## config.mk

```make
export PLATFORM = sky130hd
export DESIGN_NAME = rev_alu
export DESIGN_NICKNAME = d
export VERILOG_FILES = /design/src/rtl/rev_alu_pkg.sv /design/src/rtl/rev_alu_rot.sv /design/src/rtl/rev_alu_opmap.sv /design/src/rtl/rev_alu_datapath.sv /design/src/rtl/rev_alu.sv
export SDC_FILE = /design/constraint.sdc
export NUM_CORES = 1
export LEC_CHECK = 0
export CAP_MARGIN = 20
export CORE_ASPECT_RATIO = 0.5
export CORE_MARGIN = 3
export CORE_UTILIZATION = 52
export CTS_CLUSTER_SIZE = 40
export DETAILED_ROUTE_END_ITERATION = 10
export GPL_TIMING_DRIVEN = 0
export HOLD_SLACK_MARGIN = 0.15
export PLACE_DENSITY = 0.94
export SYNTH_ARGS = -nofsm -noshare
export SYNTH_HDL_FRONTEND = slang
export SYNTH_SLANG_ARGS = --single-unit
```

## constraint.sdc

```tcl
create_clock -name clk -period 5.05 [get_ports clk]
set_clock_uncertainty 0.1 [all_clocks]
set_input_delay 0.7575 -clock clk [delete_from_list [all_inputs] [get_ports clk]]
set_output_delay 0.7575 -clock clk [all_outputs]
set_load 0.01 [all_outputs]
```

## src/rtl/rev_alu_pkg.sv

```systemverilog
package rev_alu_pkg;
  typedef enum logic [3:0] {
    OP_NOP   = 4'd0,
    OP_NOT   = 4'd1,
    OP_SWP   = 4'd2,
    OP_XOR   = 4'd3,
    OP_ADD   = 4'd4,
    OP_SUB   = 4'd5,
    OP_ROL   = 4'd6,
    OP_ROR   = 4'd7,
    OP_XORI  = 4'd8,
    OP_ADDI  = 4'd9,
    OP_SUBI  = 4'd10,
    OP_ROLI  = 4'd11,
    OP_RORI  = 4'd12,
    OP_CCN   = 4'd13,
    OP_CSWP  = 4'd14,
    OP_RSVD  = 4'd15
  } op_e;
endpackage

```

## src/rtl/rev_alu_rot.sv

```systemverilog
module rev_alu_rot #(
  parameter int W    = 16,
  parameter bit LEFT = 1'b1,
  localparam int SH_W = $clog2(W)
) (
  input  logic [W-1:0]    din,
  input  logic [SH_W-1:0] amt,
  output logic [W-1:0]    dout
);
  logic [W-1:0] stg [SH_W+1];

  assign stg[0] = din;

  for (genvar k = 0; k < SH_W; k++) begin : g_stage
    localparam int STEP = 1 << k;
    logic [W-1:0] moved;
    if (LEFT) begin : g_l
      assign moved = {stg[k][W-1-STEP:0], stg[k][W-1:W-STEP]};
    end else begin : g_r
      assign moved = {stg[k][STEP-1:0], stg[k][W-1:STEP]};
    end
    assign stg[k+1] = amt[k] ? moved : stg[k];
  end

  assign dout = stg[SH_W];
endmodule

```

## src/rtl/rev_alu_opmap.sv

```systemverilog
module rev_alu_opmap
  import rev_alu_pkg::*;
#(
  parameter int IDX_W = 3
) (
  input  op_e              op_in,
  input  logic             dir,
  input  logic [IDX_W-1:0] ia,
  input  logic [IDX_W-1:0] ib,
  input  logic [IDX_W-1:0] ic,
  output op_e              op_eff,
  output logic             illegal
);
  always_comb begin
    op_eff = op_in;
    if (dir) begin
      unique case (op_in)
        OP_ADD:  op_eff = OP_SUB;
        OP_SUB:  op_eff = OP_ADD;
        OP_ADDI: op_eff = OP_SUBI;
        OP_SUBI: op_eff = OP_ADDI;
        OP_ROL:  op_eff = OP_ROR;
        OP_ROR:  op_eff = OP_ROL;
        OP_ROLI: op_eff = OP_RORI;
        OP_RORI: op_eff = OP_ROLI;
        default: op_eff = op_in;
      endcase
    end
  end

  always_comb begin
    unique case (op_in)
      OP_XOR, OP_ADD, OP_SUB, OP_ROL, OP_ROR: illegal = (ia == ib);
      OP_CCN:  illegal = (ia == ib) || (ia == ic);
      OP_RSVD: illegal = 1'b1;
      default: illegal = 1'b0;
    endcase
  end
endmodule

```

## src/rtl/rev_alu_datapath.sv

```systemverilog
module rev_alu_datapath
  import rev_alu_pkg::*;
#(
  parameter int DATA_W = 16,
  parameter int IDX_W  = 3,
  localparam int SH_W  = $clog2(DATA_W)
) (
  input  op_e               op,
  input  logic [IDX_W-1:0]  ia,
  input  logic [IDX_W-1:0]  ib,
  input  logic [IDX_W-1:0]  ic,
  input  logic [DATA_W-1:0] va,
  input  logic [DATA_W-1:0] vb,
  input  logic [DATA_W-1:0] vc,
  input  logic [DATA_W-1:0] imm,
  output logic              we_a,
  output logic [IDX_W-1:0]  idx_a,
  output logic [DATA_W-1:0] val_a,
  output logic              we_b,
  output logic [IDX_W-1:0]  idx_b,
  output logic [DATA_W-1:0] val_b
);
  logic              use_imm;
  logic [DATA_W-1:0] src;
  logic [SH_W-1:0]   amt;
  logic [DATA_W-1:0] rot_l, rot_r;

  assign use_imm = (op == OP_XORI) || (op == OP_ADDI) || (op == OP_SUBI) ||
                   (op == OP_ROLI) || (op == OP_RORI);
  assign src     = use_imm ? imm : vb;
  assign amt     = src[SH_W-1:0];

  rev_alu_rot #(.W(DATA_W), .LEFT(1'b1)) u_rot_l (.din(va), .amt(amt), .dout(rot_l));
  rev_alu_rot #(.W(DATA_W), .LEFT(1'b0)) u_rot_r (.din(va), .amt(amt), .dout(rot_r));

  always_comb begin
    we_a  = 1'b0;
    idx_a = ia;
    val_a = '0;
    we_b  = 1'b0;
    idx_b = ib;
    val_b = '0;
    unique case (op)
      OP_NOT: begin we_a = 1'b1; val_a = ~va; end
      OP_SWP: begin
        we_a = 1'b1; val_a = vb;
        we_b = 1'b1; val_b = va;
      end
      OP_XOR, OP_XORI: begin we_a = 1'b1; val_a = va ^ src; end
      OP_ADD, OP_ADDI: begin we_a = 1'b1; val_a = va + src; end
      OP_SUB, OP_SUBI: begin we_a = 1'b1; val_a = va - src; end
      OP_ROL, OP_ROLI: begin we_a = 1'b1; val_a = rot_l; end
      OP_ROR, OP_RORI: begin we_a = 1'b1; val_a = rot_r; end
      OP_CCN: begin we_a = 1'b1; val_a = va ^ (vb & vc); end
      OP_CSWP: begin
        we_a = 1'b1; idx_a = ib; val_a = (vb & ~va) | (vc & va);
        we_b = 1'b1; idx_b = ic; val_b = (vc & ~va) | (vb & va);
      end
      default: ;
    endcase
  end
endmodule

```

## src/rtl/rev_alu.sv

```systemverilog
module rev_alu
  import rev_alu_pkg::*;
#(
  parameter int DATA_W = 16,
  parameter int REG_N  = 8,
  localparam int IDX_W = $clog2(REG_N)
) (
  input  logic              clk,
  input  logic              rst,
  input  logic              in_valid,
  input  logic [3:0]        in_op,
  input  logic              in_dir,
  input  logic [IDX_W-1:0]  in_ia,
  input  logic [IDX_W-1:0]  in_ib,
  input  logic [IDX_W-1:0]  in_ic,
  input  logic [DATA_W-1:0] in_va,
  input  logic [DATA_W-1:0] in_vb,
  input  logic [DATA_W-1:0] in_vc,
  input  logic [DATA_W-1:0] in_imm,
  output logic              out_valid,
  output logic              out_illegal,
  output logic              out_we_a,
  output logic [IDX_W-1:0]  out_idx_a,
  output logic [DATA_W-1:0] out_val_a,
  output logic              out_we_b,
  output logic [IDX_W-1:0]  out_idx_b,
  output logic [DATA_W-1:0] out_val_b
);
  op_e               op_eff;
  logic              bad;
  logic              we_a, we_b;
  logic [IDX_W-1:0]  idx_a, idx_b;
  logic [DATA_W-1:0] val_a, val_b;

  rev_alu_opmap #(.IDX_W(IDX_W)) u_opmap (
    .op_in   (op_e'(in_op)),
    .dir     (in_dir),
    .ia      (in_ia),
    .ib      (in_ib),
    .ic      (in_ic),
    .op_eff  (op_eff),
    .illegal (bad)
  );

  rev_alu_datapath #(.DATA_W(DATA_W), .IDX_W(IDX_W)) u_dp (
    .op    (op_eff),
    .ia    (in_ia),
    .ib    (in_ib),
    .ic    (in_ic),
    .va    (in_va),
    .vb    (in_vb),
    .vc    (in_vc),
    .imm   (in_imm),
    .we_a  (we_a),
    .idx_a (idx_a),
    .val_a (val_a),
    .we_b  (we_b),
    .idx_b (idx_b),
    .val_b (val_b)
  );

  always_ff @(posedge clk) begin
    if (rst) begin
      out_valid   <= 1'b0;
      out_illegal <= 1'b0;
      out_we_a    <= 1'b0;
      out_we_b    <= 1'b0;
      out_idx_a   <= '0;
      out_idx_b   <= '0;
      out_val_a   <= '0;
      out_val_b   <= '0;
    end else begin
      out_valid   <= in_valid;
      out_illegal <= in_valid && bad;
      out_we_a    <= in_valid && !bad && we_a;
      out_we_b    <= in_valid && !bad && we_b;
      out_idx_a   <= idx_a;
      out_idx_b   <= idx_b;
      out_val_a   <= val_a;
      out_val_b   <= val_b;
    end
  end
endmodule

```

==> impl_metrics.py, run 1 <==
metrics = {
    "grt": {
        "antenna_found_initial": 0,
        "grt_pass1_vias": 6218,
        "grt_pass1_wl_um": 34860,
        "use_met3": 0.1430,
        "grt_max_degree": 20,
        "busiest_layer": "met2",
        "use_met2": 0.5585,
        "grt_use_met1": 0.5189,
        "grt-ovfl-total": 0,
        "grt_usage": 0.3822,
    },
    "drt": {
        "dr.first_iter.drc_count": 1113,
        "num_vias": 6670,
        "vias_per_cell": 6.813,
        "dr.pass1.iters": 7,
        "drcViolationCount": 0,
        "wirelength_um": 23530,
        "wl_per_cell_um": 24.03,
        "drtAntennaViolNets": 0,
    },
    "logic_synthesis": {
        "synth-compound-area-share": 0.3110,
        "yosys_register_bits": 42,
        "yosysUniqueCellTypes": 68,
        "ys_top_cells_by_area": "mux2i_1 22%, dfxtp_1 15%, a21oi_1 7.3%, xnor2_1 5.4%, nand2_1 3.8%",
        "muxShareOfSynthArea": 0.2255,
        "synth_xor_area_frac": 0.07678,
        "syn-cell-area_sq_mm": 0.005475,
        "syn_inst": 709,
        "synth_top_family_by_area": "compound AO/OA/AOI/OAI gates",
        "synth_area_leader_cell": "mux2i_1",
        "seq_area_frac_synth": 0.1536,
        "synth_edf_count": 0,
        "synth_top_area_share": 0.2194,
        "avgSynthCellArea_sq_um": 7.722,
        "yosysWarnings": 0,
        "synthAdderAreaFrac": 0.04022,
        "ys.flop_type": "dfxtp_1",
        "synthArstFlopShare": 0,
        "synthSimpleGateAreaFrac": 0.1277,
        "synth_nets": 807,
    },
    "setup_path": {
        "endpoint_kind": "flip-flop",
        "path_common_cell": "a21o_1",
        "crit_fanout": 10,
        "slowest_delay_ps": 590,
        "crit_slowest_cell": "clkdlybuf4s50_1",
        "critPathBufInv": 4,
        "crit_cells": 18,
        "crit_family": "compound AO/OA/AOI/OAI gates",
        "crit_arrival_ps": 5000,
        "worst-setup-path-type": "in -> reg",
        "required_ps": 5180,
        "start_kind": "input pin",
        "crit_chain": "clkdlybuf4s50_1 -> buf_4 -> o21ai_2 -> nand2_1 -> clkbuf_4 -> mux2i_2 -> inv_1 -> o21ai_1 -> xnor2_1 -> ha_1 -> a21o_1 -> a21o_1 -> a211o_1 -> a41oi_2 -> o31ai_1 -> a31o_1 -> o32a_1 -> a21oi_1",
        "setup.worst_path.end": "out_val_a[15]$_SDFF_PP0_",
        "crit_start": "in_op[2]",
    },
    "timing": {
        "rsz0062_at_grt": "yes",
        "hold_viol": 0,
        "relSlewSlack": 0.4080,
        "finalCritPeriodShare": 0.9637,
        "layout_min_cycle_time_ps": 4867,
        "max_freq_ghz": 0.2055,
        "finalSetupViolCount": 0,
        "worst_pin_slew_ps": 888.0,
        "slew_violations": 0,
        "setup_tns_ps": 0,
    },
    "floorplan": {
        "die_h_um": 78.56,
        "dieArea_sq_mm": 0.01187,
        "coreArea_sq_mm": 0.009822,
        "die_w_um": 151.1,
        "ios": 123,
        "initial_core_util": 0.5575,
        "num_rows": 25,
    },
    "outcome": {
        "status": "finished clean",
    },
    "cells_and_area": {
        "syn2layout_area_growth_pct": 30.32,
        "drive_gt1_frac": 0.08660,
        "fillCellCount": 776,
        "mostFrequentLayoutCell": "clkdlybuf4s50_1",
        "nets": 940,
        "final_cell_mix": "122 x clkdlybuf4s50_1, 118 x mux2i_1, 80 x a21oi_1",
    },
    "place": {
        "place_hpwl_um": 18560,
        "port_buffers": 122,
        "place.gp.congestion": 1.043,
    },
    "pwr": {
        "finalPower_mw": 1.643,
        "ir_worst_vdd_mv": 0.1558,
        "leakagePower_nw": 2.870,
        "powerDensity_mw_per_mm2": 230.3,
    },
    "clock_tree": {
        "clock_sinks": 42,
        "tritoncts": "yes",
        "cts_buffers": 5,
        "htree_num_levels": 2,
        "clk_path_buf_depth": 2,
        "clkTransAtPathRegs_ps": 80,
        "cts-root-buf": "clkbuf_16",
    },
    "flow_run": {
        "cap_violations": 0,
    },
    "hold_path": {
        "hold_class": "in -> reg",
    },
}
power by group:
group	switching (mW)	total (mW)	leakage, nW	internal [mW]
clock	0.165	0.351	0.0664	0.186
sequential	0.00831	0.368	0.347	0.360
combinational	0.526	0.924	2.46	0.398
timing repair:
| action | CTS | global route |
|---|---|---|
| hold buffers | 0 | 0 |
| gates resized for setup | 5 | 22 |
| buffers inserted | 3 | 1 |
| pin swaps | 1 | 1 |
| cloned | 0 | 0 |
| endpoints found under the setup margin | 5 | 6 |
registers in the layout, summed over array words and instances, names as in the netlist:
name and flops:
out_idx_b 3, out_val_a 16, out_illegal 1, out_idx_a 3
out_we_a 1, out_valid 1, out_val_b 16, out_we_b 1
cells in the mapped netlist (all sizes together), types with 3 or more instances:
| master | number |
|---|---|
| mux2i | 120 |
| a21oi | 82 |
| nand2 | 56 |
| dfxtp | 42 |
| o21ai | 38 |
| xnor2 | 34 |
| clkbuf | 33 |
| buf | 32 |
| nor2 | 28 |
| nor3 | 18 |
| a211oi | 17 |
| ha | 16 |
| a32oi | 15 |
| a21o | 14 |
| a31oi | 14 |
| xor2 | 14 |
| nand3 | 13 |
| o22ai | 12 |
| inv | 10 |
| nor2b | 10 |
| a22oi | 8 |
| nand2b | 8 |
| o211ai | 8 |
| a221oi | 7 |
| o221ai | 6 |
| o21a | 5 |
| a22o | 4 |
| o211a | 4 |
| mux2 | 3 |
| nor4 | 3 |
how the worst min path moves through the flow:
stage              from                  endpoint  cells past startpoint
3_3_place_gp   in_valid      out_valid$_SDFF_PP0_                      2
5_1_grt        in_valid      out_valid$_SDFF_PP0_                      2
2_1_floorplan       rst  out_val_b[14]$_SDFF_PP0_                      1
4_1_cts        in_valid      out_valid$_SDFF_PP0_                      2
6_report       in_valid      out_valid$_SDFF_PP0_                      2
3_5_place_dp   in_valid      out_valid$_SDFF_PP0_                      2
layer usage:
layer / part of all wire / up-vias
li1: - / 2950
met1: 0.40 / 3098
met2: 0.42 / 555
met3: 0.16 / 67
met4: 0.025 / 0
met5: 0 / -
kinds of logic after synthesis:
logic type	after synthesis
buffers and inverters	75
xor gates and xnor gates	48
adders and majority gates	17
muxes	123
DFF	42
and+or+nand+nor	149
AOI/OAI and AO/OA	255
final cells by class:
| cell class | instances | area, sq um | share of cell area |
|---|---|---|---|
| clock inverters | 3 | 23.77 | 0.003332 |
| diodes | 1 | 2.502 | 0.0003507 |
| inverters | 10 | 37.54 | 0.005260 |
| flip-flops and latches | 42 | 840.8 | 0.1178 |
| clock buffers | 5 | 125.1 | 0.01753 |
| plain buffers | 64 | 342.8 | 0.04804 |
| multi-input cells | 592 | 4335 | 0.6076 |
| repair buffers | 127 | 1259 | 0.1764 |
| well taps | 135 | 168.9 | 0.02367 |
through the flow:
stage | util | cells | instance area (sq um) | setup slack (ps) | hold slack [ps]
6_report | 0.7265 | 979 | 7136 | 183.2 | 957.4
5_1_grt | 0.7262 | 978 | 7133 | -39.87 | 983.0
4_1_cts | 0.7177 | 976 | 7049 | 35.84 | 959.7
3_5_place_dp | 0.6990 | 966 | 6865 | -704.4 | 1261
3_3_place_gp | 0.6990 | 966 | 6865 | -604.5 | 1271
2_1_floorplan | - | 709 | 5475 | 571.3 | 729.6
No activity file was read; power rests on OpenSTA's default activity.
==> run 2: changes to the inputs <==
REMOVE_ABC_BUFFERS = 1   (was not set)
==> run 2 against run 1 <==
  * Worst hold slack better by 13 ps
  * Critical endpoint is now out_val_a[14]$_SDFF_PP0_
  * Global-route usage is 6.3 points lower
  * Worst setup slack worse by 77 ps
  * Combinational power is 6.7% lower
  * First-iteration DRC count is 32% lower
  * Routed wire length is 16% lower
  * Core utilization is 2.1 points lower
  * Sequential cell count stayed put
  * Critical path type unchanged
  * Clock-buffer cell count is 2 higher
  * Sequential share of layout area is 0.36 points higher
==> impl_metrics.py, run 2 (synthesis results as in run 1) <==
metrics = {
    "outcome": {
        "status": "finished clean",
    },
    "timing": {
        "finalSetupViolCount": 0,
        "slew_violations": 0,
        "worst_pin_slew_ps": 1138,
        "layout_min_cycle_time_ps": 4944,
        "relSlewSlack": 0.2415,
        "fin_hold_ws_ps": 970.7,
        "max_freq_ghz": 0.2023,
        "finalCritPeriodShare": 0.9789,
        "hold_viol": 0,
    },
    "cells_and_area": {
        "reg_top3": "out_val_a x16, out_val_b x16",
        "antenna_cells": 0,
        "drive_gt1_frac": 0.06827,
        "mostFrequentLayoutCell": "mux2i_1",
        "syn2layout_area_growth_pct": 26.51,
        "final_cell_mix": "119 x mux2i_1, 118 x clkdlybuf4s50_1, 80 x a21oi_1",
        "final_area_sq_mm": 0.006927,
        "nets": 888,
    },
    "pwr": {
        "powerDensity_mw_per_mm2": 226.7,
        "p_int_mw": 0.9440,
        "finalPower_mw": 1.570,
        "power_frac_clock": 0.217,
        "comb_power_share": 0.549,
        "switching_share": 0.3988,
        "pwr-share-seq": 0.234,
        "ir_worst_vdd_mv": 0.2160,
        "switching_power_mw": 0.6262,
        "leakagePower_nw": 2.759,
    },
    "drt": {
        "vias_per_cell": 6.684,
        "dr.first_iter.drc_count": 755,
        "num_vias": 6189,
        "wirelength_um": 19850,
        "wl_per_cell_um": 21.43,
        "drcViolationCount": 0,
        "drtAntennaViolNets": 0,
        "dr.pass1.iters": 6,
    },
    "hold_path": {
        "hold_class": "in -> reg",
    },
    "grt": {
        "grt_pass1_wl_um": 30130,
        "grt_pass1_vias": 5632,
        "grt-ovfl-total": 0,
        "antenna_found_initial": 3,
        "grt_max_degree": 48,
        "grt_usage": 0.3192,
    },
    "place": {
        "port_buffers": 122,
        "place.gp.congestion": 1.007,
        "place_hpwl_um": 14750,
        "dpl_cell_area_sq_mm": 0.006694,
    },
    "setup_path": {
        "worst-setup-path-type": "in -> reg",
        "required_ps": 5080,
        "crit_arrival_ps": 4970,
        "start_kind": "input pin",
        "crit_fanout": 21,
        "endpoint_kind": "flip-flop",
    },
    "flow_run": {
        "cap_violations": 0,
    },
    "clock_tree": {
        "cts_hold_buf": 0,
        "clkTransAtPathRegs_ps": 60,
        "clock_sinks": 42,
        "cts_buffers": 5,
        "htree_num_levels": 2,
        "tritoncts": "yes",
        "clk_path_buf_depth": 2,
        "cts-root-buf": "clkbuf_16",
    },
    "floorplan": {
        "num_rows": 25,
        "coreArea_sq_mm": 0.009822,
        "initial_core_util": 0.5575,
        "die_h_um": 78.56,
        "dieArea_sq_mm": 0.01187,
        "die_w_um": 151.1,
        "ios": 123,
    },
}
-- run 2: changes by cell type in the layout (fill, tap and decap cells not counted), sizes merged --
cell           delta
buf              -12
clkbuf           -36
clkdlybuf4s15     +1
clkdlybuf4s50     -4
clkinv            +1
clkinvlp          -2
diode             -1
inv               -1
o211a             +1
-- run 2: path summary, 6_finish.rpt --
check / from / endpoint / slack (ps) / cells past startpoint
setup / recovery: in_op[0] / out_val_a[14]$_SDFF_PP0_ / 110 / 17
hold / removal: in_op[2] / out_we_a$_SDFF_PP0_ / 970 / 3
-- run 2: layout make-up --
class	instances	area (sq um)
sequential	42	840.8
clock buffer	7	142.6
multi-input combinational	593	4353
fill	781	2895
timing repair buffer	138	1379
inverter	10	37.54
clock inverter	1	5.005
tap	135	168.9
-- run 2: what timing repair did --
| action | in CTS | in global routing |
|---|---|---|
| buffers inserted | 1 | 5 |
| setup endpoints to repair | 10 | 1 |
| pin swaps | 1 | 4 |
| gates resized for setup | 17 | 11 |
| cloned | 0 | 1 |
-- run 2: critical path: stages --
cell and delay, ps:
clkdlybuf4s15_2 370, o21ai_2 290, and2_4 370, a21oi_4 120, buf_4 210, inv_2 400, ha_1 320, inv_1 100
fa_1 470, a211oi_1 440, o21a_1 250, nor3_1 80, o31a_1 340, nand3_1 110, nand2_1 70, a31oi_1 170
a31oi_1 120
-- run 2: power groups by stage --
stage	sequential [mW]	clock (mW)	combinational, mW
6_report	0.367	0.341	0.862
5_1_grt	0.370	0.359	0.921
4_1_cts	0.367	0.346	0.825
3_5_place_dp	0.375	0	0.819
3_3_place_gp	0.374	0	0.794
2_1_floorplan	0.390	0	0.495
-- run 2: per-layer routing --
layer	share of wire	track usage
met5	0.0022	0
met4	0.019	0.08047
met3	0.14	0.1061
met2	0.42	0.4793
met1	0.43	0.4378
-- run 2: metrics by stage --
step	setup slack [ps]	cells	utilization	setup TNS [ps]
6_report	106.4	926	0.7052	0
5_1_grt	-51.70	926	0.7052	-72.24
4_1_cts	130.0	920	0.7001	0
3_5_place_dp	-1230	911	0.6815	-6961
3_3_place_gp	-2665	901	0.6665	-43780
2_1_floorplan	-655.3	644	-	-1967
